--- src/rtl/irq_alloc_pkg.sv ---
package irq_alloc_pkg;
  typedef enum logic [1:0] {
    OP_HINT  = 2'd0,
    OP_FIRST = 2'd1,
    OP_BLOCK = 2'd2,
    OP_FREE  = 2'd3
  } op_e;

  typedef enum logic {
    ST_IDLE = 1'b0,
    ST_SCAN = 1'b1
  } st_e;

  localparam int unsigned MAX_ALIGN = 32;
endpackage

--- src/rtl/irq_alloc_decode.sv ---
module irq_alloc_decode
  import irq_alloc_pkg::*;
#(
  parameter int unsigned NUM_SLOTS = 64,
  parameter int unsigned BASE      = 4096,
  parameter int unsigned ID_W      = 16,
  parameter int unsigned NUM_W     = 7
) (
  input  op_e              op_i,
  input  logic [ID_W-1:0]  id_i,
  input  logic [NUM_W-1:0] num_i,
  input  logic             align_i,
  output logic [NUM_W-1:0] rel_o,
  output logic             hint_ok_o,
  output logic             blk_ok_o,
  output logic             free_ok_o,
  output logic [NUM_W-1:0] eff_num_o,
  output logic [NUM_W-1:0] stride_o
);
  logic [ID_W:0] rel_w, end_w;
  logic          below, pow2, num_nz;

  assign below  = id_i < ID_W'(BASE);
  assign rel_w  = {1'b0, id_i} - (ID_W+1)'(BASE);
  assign end_w  = rel_w + (ID_W+1)'(num_i);
  assign rel_o  = NUM_W'(rel_w);
  assign num_nz = num_i != '0;
  assign pow2   = (num_i & (num_i - NUM_W'(1))) == '0;

  assign hint_ok_o = !below && (rel_w < (ID_W+1)'(NUM_SLOTS));
  assign free_ok_o = hint_ok_o && num_nz && (end_w <= (ID_W+1)'(NUM_SLOTS));

  always_comb begin
    if (op_i == OP_FIRST) begin
      blk_ok_o  = 1'b1;
      eff_num_o = NUM_W'(1);
      stride_o  = NUM_W'(1);
    end else begin
      blk_ok_o  = num_nz && (num_i <= NUM_W'(NUM_SLOTS)) &&
                  (!align_i || (pow2 && (num_i <= NUM_W'(MAX_ALIGN))));
      eff_num_o = num_i;
      stride_o  = align_i ? num_i : NUM_W'(1);
    end
  end
endmodule

--- src/rtl/irq_alloc_map.sv ---
module irq_alloc_map #(
  parameter int unsigned NUM_SLOTS = 64,
  parameter int unsigned NUM_W     = 7,
  parameter int unsigned IDX_W     = 6
) (
  input  logic             clk_i,
  input  logic             rst_ni,
  input  logic             wr_en_i,
  input  logic             wr_set_i,
  input  logic             wr_lvl_i,
  input  logic [NUM_W-1:0] wr_start_i,
  input  logic [NUM_W-1:0] wr_num_i,
  input  logic [IDX_W-1:0] rd_idx_i,
  output logic             rd_used_o,
  output logic             hole_o,
  input  logic [IDX_W-1:0] look_idx_i,
  output logic             look_used_o,
  output logic             look_lvl_o
);
  logic [NUM_SLOTS-1:0] used_q, used_d, lvl_q, lvl_d, in_rng;
  logic [NUM_W:0]       stop;

  assign stop = {1'b0, wr_start_i} + {1'b0, wr_num_i};

  for (genvar i = 0; i < NUM_SLOTS; i++) begin : g_slot
    localparam logic [NUM_W:0] POS = (NUM_W+1)'(i);
    assign in_rng[i] = ({1'b0, wr_start_i} <= POS) && (POS < stop);
  end

  always_comb begin
    used_d = used_q;
    lvl_d  = lvl_q;
    if (wr_en_i) begin
      if (wr_set_i) begin
        used_d = used_q | in_rng;
        lvl_d  = (lvl_q & ~in_rng) | (in_rng & {NUM_SLOTS{wr_lvl_i}});
      end else begin
        used_d = used_q & ~in_rng;
        lvl_d  = lvl_q & ~in_rng;
      end
    end
  end

  always_ff @(posedge clk_i or negedge rst_ni) begin
    if (!rst_ni) begin
      used_q <= '0;
      lvl_q  <= '0;
    end else begin
      used_q <= used_d;
      lvl_q  <= lvl_d;
    end
  end

  assign rd_used_o   = used_q[rd_idx_i];
  assign hole_o      = |(in_rng & ~used_q);
  assign look_used_o = used_q[look_idx_i];
  assign look_lvl_o  = lvl_q[look_idx_i];

  // a claim marks its whole range
  a_r4_set_range: assert property (@(posedge clk_i) disable iff (!rst_ni)
    (wr_en_i && wr_set_i) |=> ((used_q & $past(in_rng)) == $past(in_rng)));
  // a release leaves its range free and untyped
  a_r9_clear_range: assert property (@(posedge clk_i) disable iff (!rst_ni)
    (wr_en_i && !wr_set_i) |=> (((used_q | lvl_q) & $past(in_rng)) == '0));
endmodule

--- src/rtl/irq_alloc_ctrl.sv ---
module irq_alloc_ctrl
  import irq_alloc_pkg::*;
#(
  parameter int unsigned NUM_SLOTS = 64,
  parameter int unsigned BASE      = 4096,
  parameter int unsigned ID_W      = 16,
  parameter int unsigned NUM_W     = 7,
  parameter int unsigned IDX_W     = 6
) (
  input  logic             clk_i,
  input  logic             rst_ni,
  input  logic             req_valid_i,
  output logic             req_ready_o,
  input  op_e              op_i,
  input  logic [ID_W-1:0]  id_i,
  input  logic [NUM_W-1:0] num_i,
  input  logic             lvl_i,
  input  logic [NUM_W-1:0] rel_i,
  input  logic             hint_ok_i,
  input  logic             blk_ok_i,
  input  logic             free_ok_i,
  input  logic [NUM_W-1:0] eff_num_i,
  input  logic [NUM_W-1:0] stride_i,
  output logic [IDX_W-1:0] rd_idx_o,
  input  logic             rd_used_i,
  input  logic             hole_i,
  output logic             wr_en_o,
  output logic             wr_set_o,
  output logic             wr_lvl_o,
  output logic [NUM_W-1:0] wr_start_o,
  output logic [NUM_W-1:0] wr_num_o,
  output logic             done_o,
  output logic             fail_o,
  output logic             warn_o,
  output logic [ID_W-1:0]  id_o
);
  st_e              state_q, state_d;
  logic [NUM_W-1:0] start_q, start_d, pos_q, pos_d;
  logic [NUM_W-1:0] num_q, num_d, stride_q, stride_d;
  logic             lvl_q, lvl_d;
  logic [NUM_W-1:0] cur, room;
  logic             rsp_v, rsp_fail, rsp_warn;
  logic [ID_W-1:0]  rsp_id;

  assign cur         = start_q + pos_q;
  assign room        = NUM_W'(NUM_SLOTS) - start_q;
  assign req_ready_o = (state_q == ST_IDLE);
  assign rd_idx_o    = (state_q == ST_SCAN) ? cur[IDX_W-1:0] : rel_i[IDX_W-1:0];

  always_comb begin
    state_d    = state_q;
    start_d    = start_q;
    pos_d      = pos_q;
    num_d      = num_q;
    stride_d   = stride_q;
    lvl_d      = lvl_q;
    wr_en_o    = 1'b0;
    wr_set_o   = 1'b1;
    wr_lvl_o   = lvl_i;
    wr_start_o = rel_i;
    wr_num_o   = NUM_W'(1);
    rsp_v      = 1'b0;
    rsp_fail   = 1'b0;
    rsp_warn   = 1'b0;
    rsp_id     = id_i;
    unique case (state_q)
      ST_IDLE: begin
        if (req_valid_i) begin
          unique case (op_i)
            OP_HINT: begin
              rsp_v = 1'b1;
              if (!hint_ok_i || rd_used_i) rsp_fail = 1'b1;
              else wr_en_o = 1'b1;
            end
            OP_FIRST, OP_BLOCK: begin
              if (!blk_ok_i) begin
                rsp_v    = 1'b1;
                rsp_fail = 1'b1;
              end else begin
                state_d  = ST_SCAN;
                start_d  = '0;
                pos_d    = '0;
                num_d    = eff_num_i;
                stride_d = stride_i;
                lvl_d    = lvl_i;
              end
            end
            OP_FREE: begin
              rsp_v = 1'b1;
              if (!free_ok_i) begin
                rsp_fail = 1'b1;
              end else begin
                wr_en_o  = 1'b1;
                wr_set_o = 1'b0;
                wr_num_o = num_i;
                rsp_warn = hole_i;
              end
            end
            default: ;
          endcase
        end
      end
      ST_SCAN: begin
        wr_start_o = start_q;
        wr_num_o   = num_q;
        wr_lvl_o   = lvl_q;
        rsp_id     = ID_W'(BASE) + ID_W'(start_q);
        if ((pos_q == '0) && (num_q > room)) begin
          rsp_v    = 1'b1;
          rsp_fail = 1'b1;
          state_d  = ST_IDLE;
        end else if (rd_used_i) begin
          start_d = start_q + stride_q;
          pos_d   = '0;
        end else if (pos_q == num_q - NUM_W'(1)) begin
          wr_en_o = 1'b1;
          rsp_v   = 1'b1;
          state_d = ST_IDLE;
        end else begin
          pos_d = pos_q + NUM_W'(1);
        end
      end
      default: state_d = ST_IDLE;
    endcase
  end

  always_ff @(posedge clk_i or negedge rst_ni) begin
    if (!rst_ni) begin
      state_q  <= ST_IDLE;
      start_q  <= '0;
      pos_q    <= '0;
      num_q    <= NUM_W'(1);
      stride_q <= NUM_W'(1);
      lvl_q    <= 1'b0;
      done_o   <= 1'b0;
      fail_o   <= 1'b0;
      warn_o   <= 1'b0;
      id_o     <= '0;
    end else begin
      state_q  <= state_d;
      start_q  <= start_d;
      pos_q    <= pos_d;
      num_q    <= num_d;
      stride_q <= stride_d;
      lvl_q    <= lvl_d;
      done_o   <= rsp_v;
      fail_o   <= rsp_v && rsp_fail;
      warn_o   <= rsp_v && rsp_warn;
      if (rsp_v) id_o <= rsp_id;
    end
  end

  // candidate starts stay on the stride grid
  a_r5_aligned_start: assert property (@(posedge clk_i) disable iff (!rst_ni)
    (state_q == ST_SCAN) |-> ((start_q & (stride_q - NUM_W'(1))) == '0));
  // the walk never passes the end of the pool
  a_r6_start_bound: assert property (@(posedge clk_i) disable iff (!rst_ni)
    (state_q == ST_SCAN) |-> (start_q <= NUM_W'(NUM_SLOTS)));
  // successful numbers lie in the pool window
  a_r7_id_window: assert property (@(posedge clk_i) disable iff (!rst_ni)
    (done_o && !fail_o) |-> ((id_o >= ID_W'(BASE)) && (id_o < ID_W'(BASE + NUM_SLOTS))));
  // a warning comes only with a successful completion
  a_r9_warn_ok: assert property (@(posedge clk_i) disable iff (!rst_ni)
    warn_o |-> (done_o && !fail_o));
endmodule

--- src/rtl/irq_alloc.sv ---
module irq_alloc
  import irq_alloc_pkg::*;
#(
  parameter int unsigned NUM_SLOTS = 64,
  parameter int unsigned BASE      = 4096,
  parameter int unsigned ID_W      = 16,
  localparam int unsigned IDX_W    = $clog2(NUM_SLOTS),
  localparam int unsigned NUM_W    = ($clog2(NUM_SLOTS + 1) > 6) ? $clog2(NUM_SLOTS + 1) : 6
) (
  input  logic             clk_i,
  input  logic             rst_ni,
  input  logic             req_valid_i,
  output logic             req_ready_o,
  input  logic [1:0]       req_op_i,
  input  logic [ID_W-1:0]  req_id_i,
  input  logic [NUM_W-1:0] req_num_i,
  input  logic             req_align_i,
  input  logic             req_lvl_i,
  output logic             done_o,
  output logic             fail_o,
  output logic             warn_o,
  output logic [ID_W-1:0]  id_o,
  input  logic [IDX_W-1:0] look_idx_i,
  output logic             look_used_o,
  output logic             look_lvl_o
);
  op_e              op;
  logic [NUM_W-1:0] rel, eff_num, stride, wr_start, wr_num;
  logic             hint_ok, blk_ok, free_ok;
  logic [IDX_W-1:0] rd_idx;
  logic             rd_used, hole, wr_en, wr_set, wr_lvl;

  assign op = op_e'(req_op_i);

  irq_alloc_decode #(
    .NUM_SLOTS(NUM_SLOTS), .BASE(BASE), .ID_W(ID_W), .NUM_W(NUM_W)
  ) u_decode (
    .op_i      (op),
    .id_i      (req_id_i),
    .num_i     (req_num_i),
    .align_i   (req_align_i),
    .rel_o     (rel),
    .hint_ok_o (hint_ok),
    .blk_ok_o  (blk_ok),
    .free_ok_o (free_ok),
    .eff_num_o (eff_num),
    .stride_o  (stride)
  );

  irq_alloc_ctrl #(
    .NUM_SLOTS(NUM_SLOTS), .BASE(BASE), .ID_W(ID_W), .NUM_W(NUM_W), .IDX_W(IDX_W)
  ) u_ctrl (
    .clk_i       (clk_i),
    .rst_ni      (rst_ni),
    .req_valid_i (req_valid_i),
    .req_ready_o (req_ready_o),
    .op_i        (op),
    .id_i        (req_id_i),
    .num_i       (req_num_i),
    .lvl_i       (req_lvl_i),
    .rel_i       (rel),
    .hint_ok_i   (hint_ok),
    .blk_ok_i    (blk_ok),
    .free_ok_i   (free_ok),
    .eff_num_i   (eff_num),
    .stride_i    (stride),
    .rd_idx_o    (rd_idx),
    .rd_used_i   (rd_used),
    .hole_i      (hole),
    .wr_en_o     (wr_en),
    .wr_set_o    (wr_set),
    .wr_lvl_o    (wr_lvl),
    .wr_start_o  (wr_start),
    .wr_num_o    (wr_num),
    .done_o      (done_o),
    .fail_o      (fail_o),
    .warn_o      (warn_o),
    .id_o        (id_o)
  );

  irq_alloc_map #(
    .NUM_SLOTS(NUM_SLOTS), .NUM_W(NUM_W), .IDX_W(IDX_W)
  ) u_map (
    .clk_i       (clk_i),
    .rst_ni      (rst_ni),
    .wr_en_i     (wr_en),
    .wr_set_i    (wr_set),
    .wr_lvl_i    (wr_lvl),
    .wr_start_i  (wr_start),
    .wr_num_i    (wr_num),
    .rd_idx_i    (rd_idx),
    .rd_used_o   (rd_used),
    .hole_o      (hole),
    .look_idx_i  (look_idx_i),
    .look_used_o (look_used_o),
    .look_lvl_o  (look_lvl_o)
  );
endmodule

--- config.mk ---
export PLATFORM = sky130hd
export DESIGN_NAME = irq_alloc
export DESIGN_NICKNAME = d
export VERILOG_FILES = /design/src/rtl/irq_alloc_pkg.sv /design/src/rtl/irq_alloc_decode.sv /design/src/rtl/irq_alloc_map.sv /design/src/rtl/irq_alloc_ctrl.sv /design/src/rtl/irq_alloc.sv
export SDC_FILE = /design/constraint.sdc
export NUM_CORES = 1
export LEC_CHECK = 0
export BUFFER_PORTS_ARGS = -buffer_cell sky130_fd_sc_hd__buf_2
export CAP_MARGIN = 10
export CORE_MARGIN = 2
export CORE_UTILIZATION = 57
export CTS_BUF_LIST = sky130_fd_sc_hd__clkbuf_8
export CTS_CLUSTER_SIZE = 12
export DETAILED_ROUTE_END_ITERATION = 6
export PLACE_DENSITY = 0.79
export SLEW_MARGIN = 20
export SYNTH_ARGS = -nofsm -noshare
export SYNTH_HDL_FRONTEND = slang
export SYNTH_HIERARCHICAL = 1
export SYNTH_SLANG_ARGS = --single-unit
--- constraint.sdc ---
create_clock -name clk_i -period 9.4 [get_ports clk_i]
set_input_delay 0.94 -clock clk_i [delete_from_list [all_inputs] [get_ports clk_i]]
set_output_delay 0.94 -clock clk_i [all_outputs]
set_load 0.02 [all_outputs]
==> run metrics, run 1 <==
status complete, but fails checks; failing checks design-rule violations; Total Neg Setup Slack 0 ps; Mapped Cells 1381; Detailed Routing Iterations Pass 1 7; number of H-tree levels 4; FMAX 142 MHz; most frequent cell after synthesis dfrtp_1; clock sink count 177; Slew Limit Fails 0; Setup WS pre-CTS 2040 ps; dpl hpwl 32400 um; Final ANT Viol Nets 0; met3 routed WL 3730 um; fin area 14000 um2; uppermost layer routed met4; routed via count 12016; Post-synth EDFFs 0; largest net degree at the start of global routing 78; Die X-Extent 156 um; PD cells 387 nW/um2; Clock Skews 17.6 ps; CP max FO 19; FP Rows 55; total track usage 0.371; worst r2r src u_ctrl/state_q; total power 5.44 mW; drt via density 7.16; Final setup viols 0; Yosys warning count 6; sequential share of the synthesized area 0.334; fin util 0.619; CTS tree yes; initial antenna violation count 0; CTS root buf clkbuf_8; core area 22700 um2; Synth async-reset ratio 1.00; first-pass GRT wire length 68800 um; CTS buffer count 17; Post-CTS Setup Inserts 0; Net Count, Synth 1461; Final Critical Period 7040 ps; clock latency on the worst-skew pair 480 ps; crit path capture type flop; Max IR drop VDD 0.169 mV; Worst Tran Pin Value 1220 ps; Worst slew margin 0.178; critical path type in -> reg; wirelength, routed 44600 um; Ports 58; die height 156 um; Inst Count DP 1647; Hold Vio Cnt, Final 0; dpl cell area 13600 um2; hold buffer count at cts 0; FILL cells 1888; M1 WL 17700 um; ys flop type dfrtp_1; min setup slack post-route 2360 ps; Worst Path Required 9780 ps; RSZ-0062 raised after global routing false; WP data arrival 7420 ps; CTS resizes 0; Post-Synthesis Cell Area 13200 um2; Total Die Area 24500 um2; Synth Area per Inst 9.59 um2; Initial DRC Count 1540; Initial Util 0.583; Reg clk slew, reported paths 100 ps; Post-Layout Cell Count 1679; maximum clock path buffer count 2; top cell type's share of synthesized area 0.331; Placer Congestion 1.05; Synth cell types 98; leakage power 6.10 nW; met2 wire len 20400 um; FF/Latch Area 4430 um2; type of origin of the critical path input port; FF-to-FF setup slack 2390 ps; Synth area leaders dfrtp_1 33%, mux4_2 11%, mux2_2 5.9%; PortBufs 57; worst hold slack 352 ps; layout cell share with drive strength beyond 1 0.214; HP Class in -> async; Post-synth top cells 175 x dfrtp_1, 174 x nand2_1, 82 x nor2_1, 79 x o21ai_0, 70 x mux2_2; multi-input logic area 8190 um2; antenna cells 0; dominant cell type by area after synthesis dfrtp_1; Reg2Reg Depth 16; Nets 1461; Period Utilization, post-route 0.749; DRC violations left 4; Synth Register Bits 177; global route overflow 0; WL/cell 26.6 um; Max Cap Viol 0; area grow syn2layout 6.03%; vias in the first global route 11754
## where the power goes
group | internal (mW) | total, mW | switching (mW)
combinational | 1.28 | 3.56 | 2.28
sequential | 1.02 | 1.32 | 0.298
clock | 0.247 | 0.553 | 0.306
total | 2.56 | 5.44 | 2.88
## cell type report
cell class,count,share of cell area
inverters,52,0.0139
flip-flops and latches,177,0.315
well taps,285,0.0254
multi-input cells,1052,0.583
repair buffers,81,0.0336
clock buffers,18,0.0176
clock inverters,14,0.0108
## kinds of logic after synthesis
family / share of synthesized area
simple gates: 0.169
mux: 0.170
compound gates: 0.212
buf+inv: 0.0485
xor+xnor: 0.0198
fa+ha+maj: 0.0461
flops: 0.334
## placed cells by master, fill, tap and decap left out, types with 9 or more instances in the layout
cell,synthesis,final
dfrtp_1,175,175
nand2_1,174,174
nor2_1,82,82
o21ai_0,79,77
mux2_2,70,70
mux4_2,63,63
a21oi_1,59,59
buf_2,9,56
inv_1,50,51
a22o_1,45,45
ha_1,40,40
nand3_1,36,36
nor3_1,33,33
a211oi_1,28,28
buf_4,8,24
or2_2,19,19
clkbuf_8,0,18
xnor2_1,18,18
o22ai_1,17,17
and2_1,16,16
and3_1,16,15
a21o_1,14,14
o2111ai_1,13,13
xor2_1,12,12
o21ai_1,9,11
nand2b_1,10,10
o211ai_1,10,10
o21bai_1,10,10
nand4_1,10,10
or3_1,9,9
## worst max-delay path, cell delays in order
cell	delay, ps
buf_2	160
ha_1	250
fa_1	420
a211oi_1	310
o21bai_1	140
a21oi_1	190
xnor2_1	80
a211oi_1	310
and3_1	420
clkinv_1	160
nor2_1	120
a21oi_1	60
ha_1	240
fa_1	470
a211oi_2	430
o21ba_1	310
a32oi_1	200
a21oi_4	560
a211oi_1	310
a2111oi_4	420
nand4_1	170
or4b_1	560
and3_1	170
## worst max path at each step
stage,start,cells after the start,end
floorplan,req_id_i[0],25,u_ctrl/warn_o
global placement,req_num_i[0],23,u_ctrl/warn_o
detailed placement,req_num_i[0],23,u_ctrl/warn_o
CTS,u_ctrl/state_q,16,flop
global route,req_num_i[0],23,u_ctrl/warn_o
finish,req_num_i[0],23,u_ctrl/warn_o
## layer usage
metal / track usage / up-vias
met3: 0.0667 / 191
met1: 0.489 / 5929
met2: 0.582 / 698
li1: - / 5198
met5: 0 / -
met4: 0.208 / 0
No activity file was read; power rests on OpenSTA's default activity.
==> run 2, diff against run 1 <==
--- a/config.mk
+++ b/config.mk
@@ -5,6 +5,7 @@
 export SDC_FILE = /design/constraint.sdc
 export NUM_CORES = 1
 export LEC_CHECK = 0
+export ABC_AREA = 1
 export BUFFER_PORTS_ARGS = -buffer_cell sky130_fd_sc_hd__buf_2
 export CAP_MARGIN = 10
 export CORE_MARGIN = 2
@@ -12,7 +13,7 @@
 export CTS_BUF_LIST = sky130_fd_sc_hd__clkbuf_8
 export CTS_CLUSTER_SIZE = 12
 export DETAILED_ROUTE_END_ITERATION = 6
-export PLACE_DENSITY = 0.79
+export PLACE_DENSITY = 0.81
 export SLEW_MARGIN = 20
 export SYNTH_ARGS = -nofsm -noshare
 export SYNTH_HDL_FRONTEND = slang
==> constraint.sdc (replaced) <==
create_clock -name clk_i -period 6 [get_ports clk_i]
set_input_delay 0.6 -clock clk_i [delete_from_list [all_inputs] [get_ports clk_i]]
set_output_delay 0.6 -clock clk_i [all_outputs]
set_load 0.02 [all_outputs]
==> run metrics, run 2 <==
commonest non-fill, non-tap cells in the layout 571 x nand2_1, 284 x o21ai_0, 248 x inv_1 (was 175 x dfrtp_1, 174 x nand2_1, 82 x nor2_1); maximum clock path buffer count 2 (unchanged); Most Frequent Cell on Critical Path nand2_1 (was a211oi_1); Placer Congestion 1.06 (was 1.05); met3 GRT Util 0.0722 (was 0.0667); Reg clk slew, reported paths 100 ps (about the same); DRC violations left 0 (was 4); Synth cell types 52 (was 98); CP max FO 19 (unchanged); FP Rows 56 (was 55); CTS tree yes (unchanged); Final ANT Viol Nets 0 (unchanged); vias in the first global route 13899 (was 11754); Clock power frac 0.144 (was 0.102); first-pass GRT wire length 74100 um (was 68800 um); biggest cell delay along the critical path 470 ps (was 560 ps); largest net degree at the start of global routing 89 (was 78); clock latency on the worst-skew pair 480 ps (about the same); Reg2Reg Depth 21 (was 16); Post-synth EDFFs 0 (unchanged); Hold Vio Cnt, Final 0 (unchanged); FF-to-FF setup slack 860 ps (was 2390 ps); dpl hpwl 34100 um (was 32400 um); sequential share of the synthesized area 0.323 (was 0.334); FILL cells 2253 (was 1888); Post-Synthesis Cell Area 13700 um2 (was 13200 um2); Worst slew margin 0.369 (was 0.178); instance count on the critical path 38 (was 23); drt via density 6.01 (was 7.16); hold buffer count at cts 0 (unchanged); CTS buffer count 17 (unchanged); Nets 2193 (was 1461); area grow syn2layout 6.30% (was 6.03%); routed via count 14686 (was 12016); Period Utilization, post-route 0.890; Final Critical Period 5340 ps; Initial DRC Count 1874 (was 1540); sequential share of power 0.265 (was 0.243); PD cells 382 nW/um2 (was 387 nW/um2); clock sink count 177 (unchanged); grt met1 use 0.476 (was 0.489); CTS root buf clkbuf_8 (unchanged); ys flop type dfrtp_1 (unchanged); Final setup viols 0 (unchanged); Worst Tran Pin Value 946 ps (was 1220 ps); Net Count, Synth 2173 (was 1461); Total Neg Setup Slack 0 ps (unchanged); WL/cell 19.2 um (was 26.6 um); global route overflow 0 (unchanged); Yosys warning count 6 (unchanged); combinational power share 0.592 (was 0.655); Mapped Cells 2093 (was 1381); critical path type in -> reg (unchanged); worst r2r src u_ctrl/start_q[0] (was u_ctrl/state_q); Synth Area per Inst 6.56 um2 (was 9.59 um2); Max Cap Viol 0 (unchanged); Ports 58 (unchanged); CP delay by family, top simple AND/OR/NAND/NOR gates (was compound AO/OA/AOI/OAI gates); commonest non-fill, non-tap cell in the layout nand2_1 (was dfrtp_1); leakage power 7.25 nW (was 6.10 nW); RSZ-0062 raised after global routing false (unchanged); Post-CTS Setup Inserts 0 (unchanged); WP data arrival 5720 ps (was 7420 ps); Synth area leaders dfrtp_1 32%, nand2_1 16%, o21ai_0 10% (was dfrtp_1 33%, mux4_2 11%, mux2_2 5.9%); Synth Register Bits 177 (unchanged); core area 23500 um2 (was 22700 um2); Pint 2.57 mW (was 2.56 mW); Max IR drop VDD 0.229 mV (was 0.169 mV); Max stage delay cell, worst path nor2_4 (was a21oi_4); initial antenna violation count 0 (unchanged); Initial Util 0.583 (about the same); die height 159 um (was 156 um); FMAX 187 MHz; crit path capture type flop (unchanged); PortBufs 57 (unchanged); Clock Skews 19.6 ps (was 17.6 ps); dominant cell type by area after synthesis dfrtp_1 (unchanged); sw frac 0.538 (was 0.530); Post-synth top cells 571 x nand2_1, 287 x o21ai_0, 245 x inv_1, 184 x nor2_1, 177 x nand3_1 (was 175 x dfrtp_1, 174 x nand2_1, 82 x nor2_1, 79 x o21ai_0, 70 x mux2_2); number of H-tree levels 4 (unchanged); total track usage 0.367 (was 0.371); layer with the highest usage met2 (unchanged); type of origin of the critical path input port (unchanged); Detailed Routing Iterations Pass 1 7 (unchanged); Psw 3.00 mW (was 2.88 mW); CTS resizes 0 (unchanged); end of the critical path u_ctrl/warn_o (unchanged); most frequent cell after synthesis nand2_1 (was dfrtp_1); HP Class in -> async (unchanged); Worst Path Required 6380 ps (was 9780 ps); CP bufs+invs 5 (was 2); Total Die Area 25400 um2 (was 24500 um2); wirelength, routed 46900 um (was 44600 um); top cell type's share of synthesized area 0.319 (was 0.331); Synth async-reset ratio 1.00 (unchanged); worst hold slack 77.2 ps (was 352 ps); critical path startpoint req_num_i[0] (unchanged); antenna cells 0 (unchanged); GR met2 Demand/Resource 0.598 (was 0.582); Slew Limit Fails 0 (unchanged); status finished clean (was complete, but fails checks); layout cell share with drive strength beyond 1 0.0951 (was 0.214); Die X-Extent 159 um (was 156 um)
[run 2: cell types whose count changed after synthesis, sizes merged, moves of 17 or more]
cell / delta
nand2: +417
inv: +209
o21ai: +201
nand3: +160
nor2: +113
mux2: -63
mux4: -63
a22o: -45
a211oi: -31
a21oi: +30
nand3b: +23
nor3: -19
and3: -17
[run 2: how the worst min path moves through the flow]
stage	start	to	slack [ps]	cells after the start
floorplan	rst_ni	u_ctrl/done_o	300	0
global placement	flop	flop	460	2
detailed placement	flop	flop	460	2
CTS	rst_ni	asynchronous set/reset pin	100	1
global route	rst_ni	asynchronous set/reset pin	120	1
finish	rst_ni	asynchronous set/reset pin	80	1
[run 2: metal layers]
| metal | part of all wire | up-vias |
|---|---|---|
| met3 | 0.096 | 155 |
| met5 | 0 | - |
| met2 | 0.47 | 834 |
| li1 | - | 6878 |
| met1 | 0.39 | 6819 |
| met4 | 0.044 | 0 |
[run 2: cells by family (layout without fill, tap and decap cells)]
kind of cell,Yosys count,after routing,share of synthesized area
AND/OR/NAND/NOR,1056,1056,0.341
multiplexers,7,7,0.00574
adder cells (fa/ha/maj),44,44,0.0423
buffers and inverters,350,382,0.103
AO/OA/AOI/OAI,445,445,0.177
XOR/XNOR,14,14,0.00893
flip-flops,177,177,0.323
[run 2: power by group through the flow]
stage	clock [mW]	sequential [mW]	combinational, mW
2_1_floorplan	0	1.52	2.19
3_3_place_gp	0	1.49	3.14
3_5_place_dp	0	1.49	3.19
4_1_cts	0.815	1.47	3.20
5_1_grt	0.852	1.49	3.62
6_report	0.801	1.47	3.30
[run 2: area by class of cell]
| type | instances | area (um2) | share of cell area |
|---|---|---|---|
| multi-input cells | 1566 | 7910 | 0.542 |
| clock inverters | 14 | 119 | 0.00814 |
| clock buffers | 17 | 234 | 0.0160 |
| repair buffers | 87 | 517 | 0.0354 |
| well taps | 319 | 399 | 0.0273 |
| flip-flops and latches | 177 | 4430 | 0.304 |
| inverters | 264 | 991 | 0.0679 |
[run 2: metrics by stage]
step	area, um2	util	total power, mW	instances	setup slack [ps]
2_1_floorplan	13700	-	3.71	2093	1090
3_3_place_gp	14200	0.605	4.63	2413	437
3_5_place_dp	14200	0.605	4.68	2413	352
4_1_cts	14600	0.620	5.49	2444	842
5_1_grt	14600	0.620	5.96	2444	65.4
6_report	14600	0.620	5.57	2444	661
